<file path="config.mk">
export PLATFORM = sky130hd
export DESIGN_NAME = dual_reg_macrocell
export DESIGN_NICKNAME = d
export VERILOG_FILES = /design/src/rtl/dual_reg_macrocell.sv
export SDC_FILE = /design/constraint.sdc
export NUM_CORES = 1
export LEC_CHECK = 0
export BUFFER_PORTS_ARGS = -buffer_cell sky130_fd_sc_hd__buf_2
export CORE_AREA = 5 5 42 44
export DETAILED_ROUTE_END_ITERATION = 7
export DIE_AREA = 0 0 47 49
export GPL_TIMING_DRIVEN = 1
export HOLD_SLACK_MARGIN = 0.06
export SYNTH_ARGS = -nofsm -noshare
export SYNTH_HDL_FRONTEND = slang
export SYNTH_SLANG_ARGS = --single-unit
export TNS_END_PERCENT = 50
</file>
<file path="constraint.sdc">
create_clock -name clk -period 1.17 [get_ports clk]
set_input_delay 0.234 -clock clk [delete_from_list [all_inputs] [get_ports clk]]
set_output_delay 0.234 -clock clk [all_outputs]
set_load 0.01 [all_outputs]
</file>
<file path="src/rtl/dual_reg_macrocell.sv">
module dual_reg_macrocell (
  input  logic       clk,
  input  logic       rst_n,
  input  logic [1:0] sum_t,
  input  logic [1:0] clk_t,
  input  logic [1:0] arst_t,
  input  logic [1:0] t_mode,
  input  logic [1:0] pclk_sel,
  input  logic       pin_clk,
  input  logic       sync_preset,
  input  logic [1:0] out_mode,
  input  logic       out_inv,
  input  logic       oe_t,
  input  logic       preload_en,
  input  logic       preload_sel,
  input  logic       pin_i,
  output logic       pin_o,
  output logic       pin_oe,
  output logic       pin_fb,
  output logic [1:0] fb
);

  logic       comb_src;
  logic [1:0] d_in;

  assign comb_src = out_mode[0] ? (sum_t[0] | sum_t[1]) : sum_t[0];
  assign d_in[0]  = comb_src;
  assign d_in[1]  = sum_t[1];

  for (genvar i = 0; i < 2; i++) begin : g_reg
    logic q_r, prev_r, src, rise, nxt, mine;

    assign src  = pclk_sel[i] ? pin_clk : clk_t[i];
    assign rise = src & ~prev_r;
    assign mine = ((i == 1) == preload_sel);

    always_comb begin
      nxt = q_r;
      if (rise) begin
        if (preload_en)       nxt = mine ? pin_i : q_r;
        else if (sync_preset) nxt = 1'b1;
        else if (t_mode[i])   nxt = q_r ^ d_in[i];
        else                  nxt = d_in[i];
      end
      if (arst_t[i]) nxt = 1'b0;
    end

    always_ff @(posedge clk or negedge rst_n) begin
      if (!rst_n) begin
        q_r    <= 1'b0;
        prev_r <= 1'b1;
      end else begin
        q_r    <= nxt;
        prev_r <= src;
      end
    end

    assign fb[i] = q_r & ~arst_t[i];
  end

  assign pin_o  = (out_mode[1] ? fb[0] : comb_src) ^ out_inv;
  assign pin_oe = oe_t & ~preload_en;
  assign pin_fb = pin_i;

endmodule

</file>
==> results of run 1 <==
-- routing by layer --
metal / part of all wire / vias to the layer above
li1: - / 162
met1: 0.43 / 143
met2: 0.47 / 18
met3: 0.097 / 0
met4: 0 / 0
met5: 0 / -
-- per-stage QoR --
step | utilization | hold slack, ns | std cells | power [uW] | setup TNS (ns)
global placement | 0.2964 | 0.04192 | 69 | 261.9 | -0.006422
floorplan | - | -0.06159 | 29 | 209.1 | 0
CTS | 0.3348 | 0.2503 | 75 | 455.5 | -0.1983
finish | 0.3536 | 0.2587 | 77 | 454.4 | -0.2998
detailed placement | 0.2964 | 0.04263 | 69 | 263.7 | -0.01514
global route | 0.3536 | 0.2444 | 77 | 504.1 | -0.5330
-- power breakdown --
part	switching [uW]	internal (uW)
Sequential	4.06	153
Combinational	51.8	75.0
Clock	55.6	115
Total	111	343
-- cell type report --
cell class | count | area [um^2]
multi-input combinational | 22 | 171.4
tap | 16 | 20.02
timing repair buffer | 30 | 171.4
inverter | 2 | 7.507
sequential | 4 | 102.6
fill | 150 | 905.9
clock buffer | 3 | 22.52
-- state kept, by name (all words and copies together) (netlist names) --
name	flops
g.prev_r	2
g.q_r	2
-- kinds of logic after synthesis --
group                  Yosys count
AO/OA/AOI/OAI                    5
flip-flops                       4
XOR/XNOR                         3
buffers and inverters            3
AND/OR/NAND/NOR                  9
multiplexers                     5
-- worst max-delay path, cell delays in order, from the launching register on --
cell and delay [ns]:
dfrtp_1 0.34, nand2b_1 0.08, mux2i_1 0.17, xor2_1 0.15, buf_2 0.14
-- layout by cell type (no fill, tap or decap), drive strengths merged, types with 2 or more instances in the layout --
cell / instances
a211oi: 2
a21oi: 3
buf: 29
clkbuf: 3
dfrtp: 2
dfstp: 2
inv: 2
mux2: 4
nand2: 4
nor2b: 2
xor2: 2
-- worst min path at each step --
| stage | start | to | slack (ns) | depth (start not counted) |
|---|---|---|---|---|
| 2_1_floorplan | rst_n | g_reg[0].q_r$_DFFE_PN0P_ | -0.06 | 0 |
| 3_3_place_gp | rst_n | g_reg[1].q_r$_DFFE_PN0P_ | 0.04 | 1 |
| 3_5_place_dp | rst_n | g_reg[1].q_r$_DFFE_PN0P_ | 0.04 | 1 |
| 4_1_cts | clk_t[1] | g_reg[1].prev_r$_DFF_PN1_ | 0.25 | 2 |
| 5_1_grt | clk_t[1] | g_reg[1].prev_r$_DFF_PN1_ | 0.24 | 2 |
| 6_report | clk_t[1] | g_reg[1].prev_r$_DFF_PN1_ | 0.26 | 2 |
-- timing repair --
| item | CTS | global route |
|---|---|---|
| pin swaps | 1 | 1 |
| resized for setup | 2 | 3 |
| hold buffers | 1 | 0 |
| setup endpoints to repair | 1 | 4 |
| buffers inserted | 2 | 3 |
| endpoints found under the hold margin | 4 | 0 |
==> reports/results.ini, run 1 <==
[global_routing]
busiest_layer = met2
met1_usage = 0.08909
grt_use_total = 0.07850
grt_util_met2 = 0.1131
grt_pass1_wl_um = 1242
grt_start_max_net_pins = 6
met3_usage = 0.06642
grt_antenna_before_repair = 0
grt_pass1_vias = 311
grt_overflow = 0

[clocking]
cts_made_buffers = 3
cts_tree = done
clk_path_buf_depth = 2
htreeDepth = 1
clock-sinks = 4
path_clk_slew_ns = 0.04
root_buffer = clkbuf_4
clk_latency_ns = 0.23

[timing]
max_freq_mhz = 742.3
max_slew_margin = 0.8319
rsz0062_at_grt = yes
clock_skew_ns = 0.00001779
tightestPinTransition_ns = 0.2506
min_period_ns = 1.347
final-setup-viol-count = 3
period_share = 1.151
worst_slack_ns = -0.1771
slew_violations = 0
hold_viol = 0

[floorplanning]
design.portCount = 26
die_w_um = 47
die_area_mm2 = 0.002303
chipHeight_um = 49
rows = 14
core_mm2 = 0.001401
start_util = 0.1982

[worst_setup_path]
crit_path_start = g_reg[0].q_r$_DFFE_PN0P_
regToRegStartpoint = g_reg[0].q_r$_DFFE_PN0P_
startpoint_type = flip-flop
critPathCaptureType = primary output
rr_endpoint = g_reg[0].q_r$_DFFE_PN0P_
worst-path-max-fanout = 2
crit_end = pin_o
crit_arrival_ns = 1.11
r2r_cells = 6
r2r_slack_ns = -0.11
required_ns = 0.94
critPathKind = reg -> out

[yosys]
synth_adder_area_share = 0
synth_top_area_share = 0.1892
async_reset_ff_frac = 1.000
synth_area_per_cell_um2 = 9.578
synth_top_family_by_area = multiplexers
synth_flop_cell = dfstp_2
yosysWarnings = 0
syn_area_um2 = 277.8
yosys.area_share.simple = 0.1622
yosysUniqueCellTypes = 17
synth_compound_area_frac = 0.1216
synth_area_leader_cell = dfstp_2
synth_xor_area_frac = 0.09459
yosysMostFrequentCell = nand2_1
ys_seq_area_frac = 0.3694
synth.area.mux_share = 0.1982
synthTopCellsByArea = dfstp_2 (19%), dfrtp_1 (18%), mux2_2 (12%)
synthCells = 29
synth_edf_count = 0
synth_top_cells_by_count = nand2_1 (4), mux2_2 (3)
ys_ff_latch = 4
syn-num-nets = 50

[drt]
firstDrtPassIters = 4
drt-wirelength-per-cell_um = 10.81
drcViolationCount = 0
routed_via_density = 4.195
num_vias = 323
ant_nets = 0
drt-initial-drc-count = 4
drt_wl_total_um = 832

[layout]
drive_above_1_share = 0.6721
n_antenna_cell = 0
final_net_count = 84
areaGrowthSynthToFinish_pct = 78.38
fin_area_um2 = 495.5

[placement]
globalplace.congestion = 0.6802
preCtsSetupSlack_ns = -0.008959
place_area_um2 = 415.4
numPortBuffers = 25
place_hpwl_um = 651.8

[pwr]
ir_drop_uv = 645.9
p_per_area_mw_per_mm2 = 917.0
p_leak_uw = 0.0002672

[job]
maxCapViolations = 0

[run_status]
outcome = complete, but fails checks
violations = negative setup slack

[worst_hold_path]
hold_path_class = in -> reg

No activity file was read; power rests on OpenSTA's default activity.
==> inputs of run 2 (changes only) <==
clock period = 1.3 ns   (was 1.17 ns; I/O delays follow)
==> reports/results.ini, run 2 (same netlist as run 1, synthesis figures left out) <==
[drt]
drt-initial-drc-count = 4
firstDrtPassIters = 4
drt_wl_total_um = 837
drcViolationCount = 0
routed_via_density = 4.221
drt-wirelength-per-cell_um = 10.87
ant_nets = 0
num_vias = 325

[worst_setup_path]
crit_family = flip-flops
crit_chain = nand2b_1 -> mux2i_1 -> xor2_1 -> buf_2
crit_slowest_cell = dfrtp_1
crit_buf_inv = 1
regToRegStartpoint = g_reg[0].q_r$_DFFE_PN0P_
required_ns = 1.04
critPathCaptureType = primary output
crit_arrival_ns = 1.10
worst-path-max-fanout = 2
critical_path.max_stage_delay_ns = 0.33
startpoint_type = flip-flop
crit_path_start = g_reg[0].q_r$_DFFE_PN0P_
critPathKind = reg -> out

[clocking]
htreeDepth = 1
cts_made_buffers = 3
clock-sinks = 4
clk_latency_ns = 0.23
root_buffer = clkbuf_4
path_clk_slew_ns = 0.04
cts_tree = done
clk_path_buf_depth = 2

[layout]
final_net_count = 84
largest_registers = g.prev_r (2), g.q_r (2)
layout_common_cells = buf_2 (24), nand2_1 (4), mux2_2 (3), clkbuf_4 (3), buf_4 (3)
drive_above_1_share = 0.6557
areaGrowthSynthToFinish_pct = 77.93
layout_commonest_cell = buf_2
n_antenna_cell = 0

[floorplanning]
rows = 14
core_mm2 = 0.001401
die_area_mm2 = 0.002303
chipHeight_um = 49
start_util = 0.1982
design.portCount = 26
die_w_um = 47

[timing]
max_freq_mhz = 734.4
slew_violations = 0
final-setup-viol-count = 1
worst_slack_ns = -0.06169
timing.hold.ws_ns = 0.2846
rsz0062_at_grt = yes
clock_skew_ns = 0.00001779
min_period_ns = 1.362
period_share = 1.047
tightestPinTransition_ns = 0.2745
max_slew_margin = 0.8159
tns_ns = -0.06169
hold_viol = 0

[job]
maxCapViolations = 0

[global_routing]
grt_antenna_before_repair = 0
grt_use_total = 0.07850
grt_pass1_wl_um = 1242
grt_overflow = 0
grt_start_max_net_pins = 6
grt_pass1_vias = 311

[placement]
globalplace.congestion = 0.6802
place_hpwl_um = 651.8
numPortBuffers = 25

[pwr]
p_leak_uw = 0.0002662
p_per_area_mw_per_mm2 = 826.2
ir_drop_uv = 581.8

[run_status]
outcome = complete, but fails checks
violations = negative setup slack

[worst_hold_path]
hold_path_class = in -> reg
hp-start = clk_t[1]

-- run 2: cell counts in the layout (fill, tap and decap cells not counted) --
Identical to the previous run, type by type.
-- run 2: path summary, 6_finish.rpt --
path,end,slack (ns),depth (start not counted)
max,pin_o,-0.06,4
min,g_reg[1].prev_r$_DFF_PN1_,0.28,2
max reg2reg,g_reg[0].q_r$_DFFE_PN0P_,0.01,6
min reg2reg,g_reg[1].q_r$_DFFE_PN0P_,0.68,2
max in group asynchronous,g_reg[1].prev_r$_DFF_PN1_,0.73,2
min in group asynchronous,g_reg[0].q_r$_DFFE_PN0P_,0.37,2
-- run 2: layer usage --
metal	GRT usage	vias up	routed length (um)
met1	0.08909	144	340
met5	0	-	0
li1	-	163	-
met4	0.01382	0	0
met3	0.06642	0	93
met2	0.1131	18	403
-- run 2: what timing repair did --
action                     4_1_cts  5_1_grt
hold buffers                     1        0
pin swaps                        1        1
hold endpoints to repair         4        0
cloned                           0        0
setup buffers                    2        2
setup endpoints to repair        1        2
gates resized for setup          0        5
-- run 2: final cells by class --
class / count / area [um^2]
Clock buffer: 3 / 22.52
Fill cell: 150 / 907.1
Inverter: 2 / 10.01
Multi-Input combinational cell: 22 / 163.9
Sequential cell: 4 / 102.6
Tap cell: 16 / 20.02
Timing Repair Buffer: 30 / 175.2
-- run 2: metrics by stage --
step           setup WS (ns)  power [uW]  cells  cell area, um^2  utilization
6_report            -0.06169       408.3     77            494.2       0.3527
5_1_grt              -0.1783       452.7     77            494.2       0.3527
4_1_cts             -0.08169       407.9     75            462.9       0.3304
3_5_place_dp         0.06904       237.3     69            415.4       0.2964
3_3_place_gp         0.08147       235.7     69            415.4       0.2964
2_1_floorplan         0.2271       188.1     29            277.8            -
-- run 2: report_power, final --
group | internal (uW) | switching, uW
combinational | 67.0 | 47.3
sequential | 138 | 3.20
clock | 103 | 49.8
==> inputs of run 3 (changes only) <==
PLACE_DENSITY_LB_ADDON = 0.25   (was unset)
==> reports/results.ini, run 3 (same netlist as run 1, synthesis figures left out) <==
[drt]
drt-wirelength-per-cell_um = 9.890
routed_via_density = 4.041
drcViolationCount = 0
drt_wl_total_um = 722
firstDrtPassIters = 1
drt-initial-drc-count = 0
num_vias = 295
ant_nets = 0

[worst_setup_path]
r2r_slack_ns = 0.25
critPathKind = reg -> out
critical_path.max_stage_delay_ns = 0.34
worst-path-max-fanout = 2
crit_slowest_cell = dfrtp_1
crit_buf_inv = 1
startpoint_type = flip-flop
critPathCaptureType = primary output
regToRegStartpoint = g_reg[1].prev_r$_DFF_PN1_
crit_family = flip-flops
cp.depth = 4
crit_path_start = g_reg[0].q_r$_DFFE_PN0P_
crit_arrival_ns = 1.09
r2r_cells = 3
crit_chain = nand2b_1 -> mux2i_1 -> xor2_1 -> buf_2
required_ns = 1.04
rr_endpoint = g_reg[1].q_r$_DFFE_PN0P_

[layout]
areaGrowthSynthToFinish_pct = 61.26
drive_above_1_share = 0.5965
final_net_count = 80
layout_commonest_cell = buf_2
layout_common_cells = buf_2 (25), nand2_1 (4), mux2_2 (3), clkbuf_4 (3)
final-seq-area_um2 = 102.6
largest_registers = g.prev_r (2), g.q_r (2)
n_antenna_cell = 0
multi_input_comb_area_um2 = 160.2
final.fill_count = 171
fin_area_um2 = 447.9
utilization = 0.3196

[global_routing]
grt_pass1_wl_um = 1214
grt_start_max_net_pins = 6
grt_antenna_before_repair = 0
grt_overflow = 0
grt_use_total = 0.07001
grt_pass1_vias = 294

[clocking]
post_cts_resized = 0
clk_latency_ns = 0.23
cts_made_buffers = 3
htreeDepth = 1
path_clk_slew_ns = 0.03
cts_tree = done
root_buffer = clkbuf_4
clk_path_buf_depth = 2
clock-sinks = 4
cts_setup_buffers = 0

[placement]
preCtsSetupSlack_ns = 0.06484
numPortBuffers = 25
place_area_um2 = 415.4
globalplace.congestion = 0.6295
place_hpwl_um = 660.9

[timing]
tightestPinTransition_ns = 0.1870
hold_viol = 0
slew_violations = 0
period_share = 1.042
worst_slack_ns = -0.05475
final-setup-viol-count = 1
min_period_ns = 1.355
rsz0062_at_grt = yes
max_slew_margin = 0.8746
max_freq_mhz = 738.1
clock_skew_ns = 0.00003900

[floorplanning]
rows = 14
die_area_mm2 = 0.002303
start_util = 0.1982
design.portCount = 26
chipHeight_um = 49
die_w_um = 47
core_mm2 = 0.001401

[run_status]
violations = negative setup slack
outcome = complete, but fails checks

[pwr]
p_sw_frac = 0.2314
p_comb_frac = 0.248
p_per_area_mw_per_mm2 = 855.8
switchingPower_uw = 88.69
power_uw = 383.4
ir_drop_uv = 573.9
clkPwrFrac = 0.384
power_frac_seq = 0.368
p_int_uw = 294.7
p_leak_uw = 0.0002447

[worst_hold_path]
hold_path_class = in -> reg
hp-start = clk_t[1]
hold_depth = 2
whs_endpoint = g_reg[1].prev_r$_DFF_PN1_

[job]
maxCapViolations = 0

run 3: layout make-up:
| cell class | count | share of cell area |
|---|---|---|
| Clock buffer | 3 | 0.05028 |
| Inverter | 2 | 0.01676 |
| Multi-Input combinational cell | 22 | 0.3575 |
| Sequential cell | 4 | 0.2290 |
| Tap cell | 16 | 0.04469 |
| Timing Repair Buffer | 26 | 0.3017 |
run 3: stage by stage:
stage,TNS (ns),instances,hold WS (ns)
2_1_floorplan,0,29,-0.03559
3_3_place_gp,0,69,0.06910
3_5_place_dp,0,69,0.06999
4_1_cts,-0.07312,73,0.2765
5_1_grt,-0.1357,73,0.2854
6_report,-0.05475,73,0.2841
run 3: worst max-delay path by stage:
stage / end / slack [ns]
after global routing: pin_o / -0.14
after CTS: pin_o / -0.07
final: pin_o / -0.05
after floorplan: g_reg[1].q_r$_DFFE_PN0P_ / 0.23
after global placement: pin_o / 0.09
after detailed placement: pin_o / 0.06
run 3: repair_timing:
| item | 4_1_cts | 5_1_grt |
|---|---|---|
| pin swaps | 1 | 1 |
| hold buffers | 1 | 0 |
| hold endpoints to repair | 4 | 0 |
| endpoints found under the setup margin | 1 | 1 |
run 3: power groups by stage:
| stage | clock, uW | sequential, uW | combinational (uW) |
|---|---|---|---|
| 3_3_place_gp | 0 | 143 | 93.7 |
| 6_report | 147 | 141 | 95.1 |
| 4_1_cts | 157 | 141 | 97.8 |
| 2_1_floorplan | 0 | 142 | 46.5 |
| 3_5_place_dp | 0 | 143 | 95.1 |
| 5_1_grt | 168 | 143 | 107 |
run 3: worst register-to-register path, cell delays in order (launching register included):
cell and delay, ns:
dfstp_2 0.50, a21oi_1 0.03, nand2_1 0.07, mux2_2 0.32
run 3: layer usage:
layer | global-route usage | routed length, um
met1 | 0.08686 | 284
met2 | 0.1086 | 374
met3 | 0.03321 | 63
met4 | 0.01382 | 0
met5 | 0 | 0
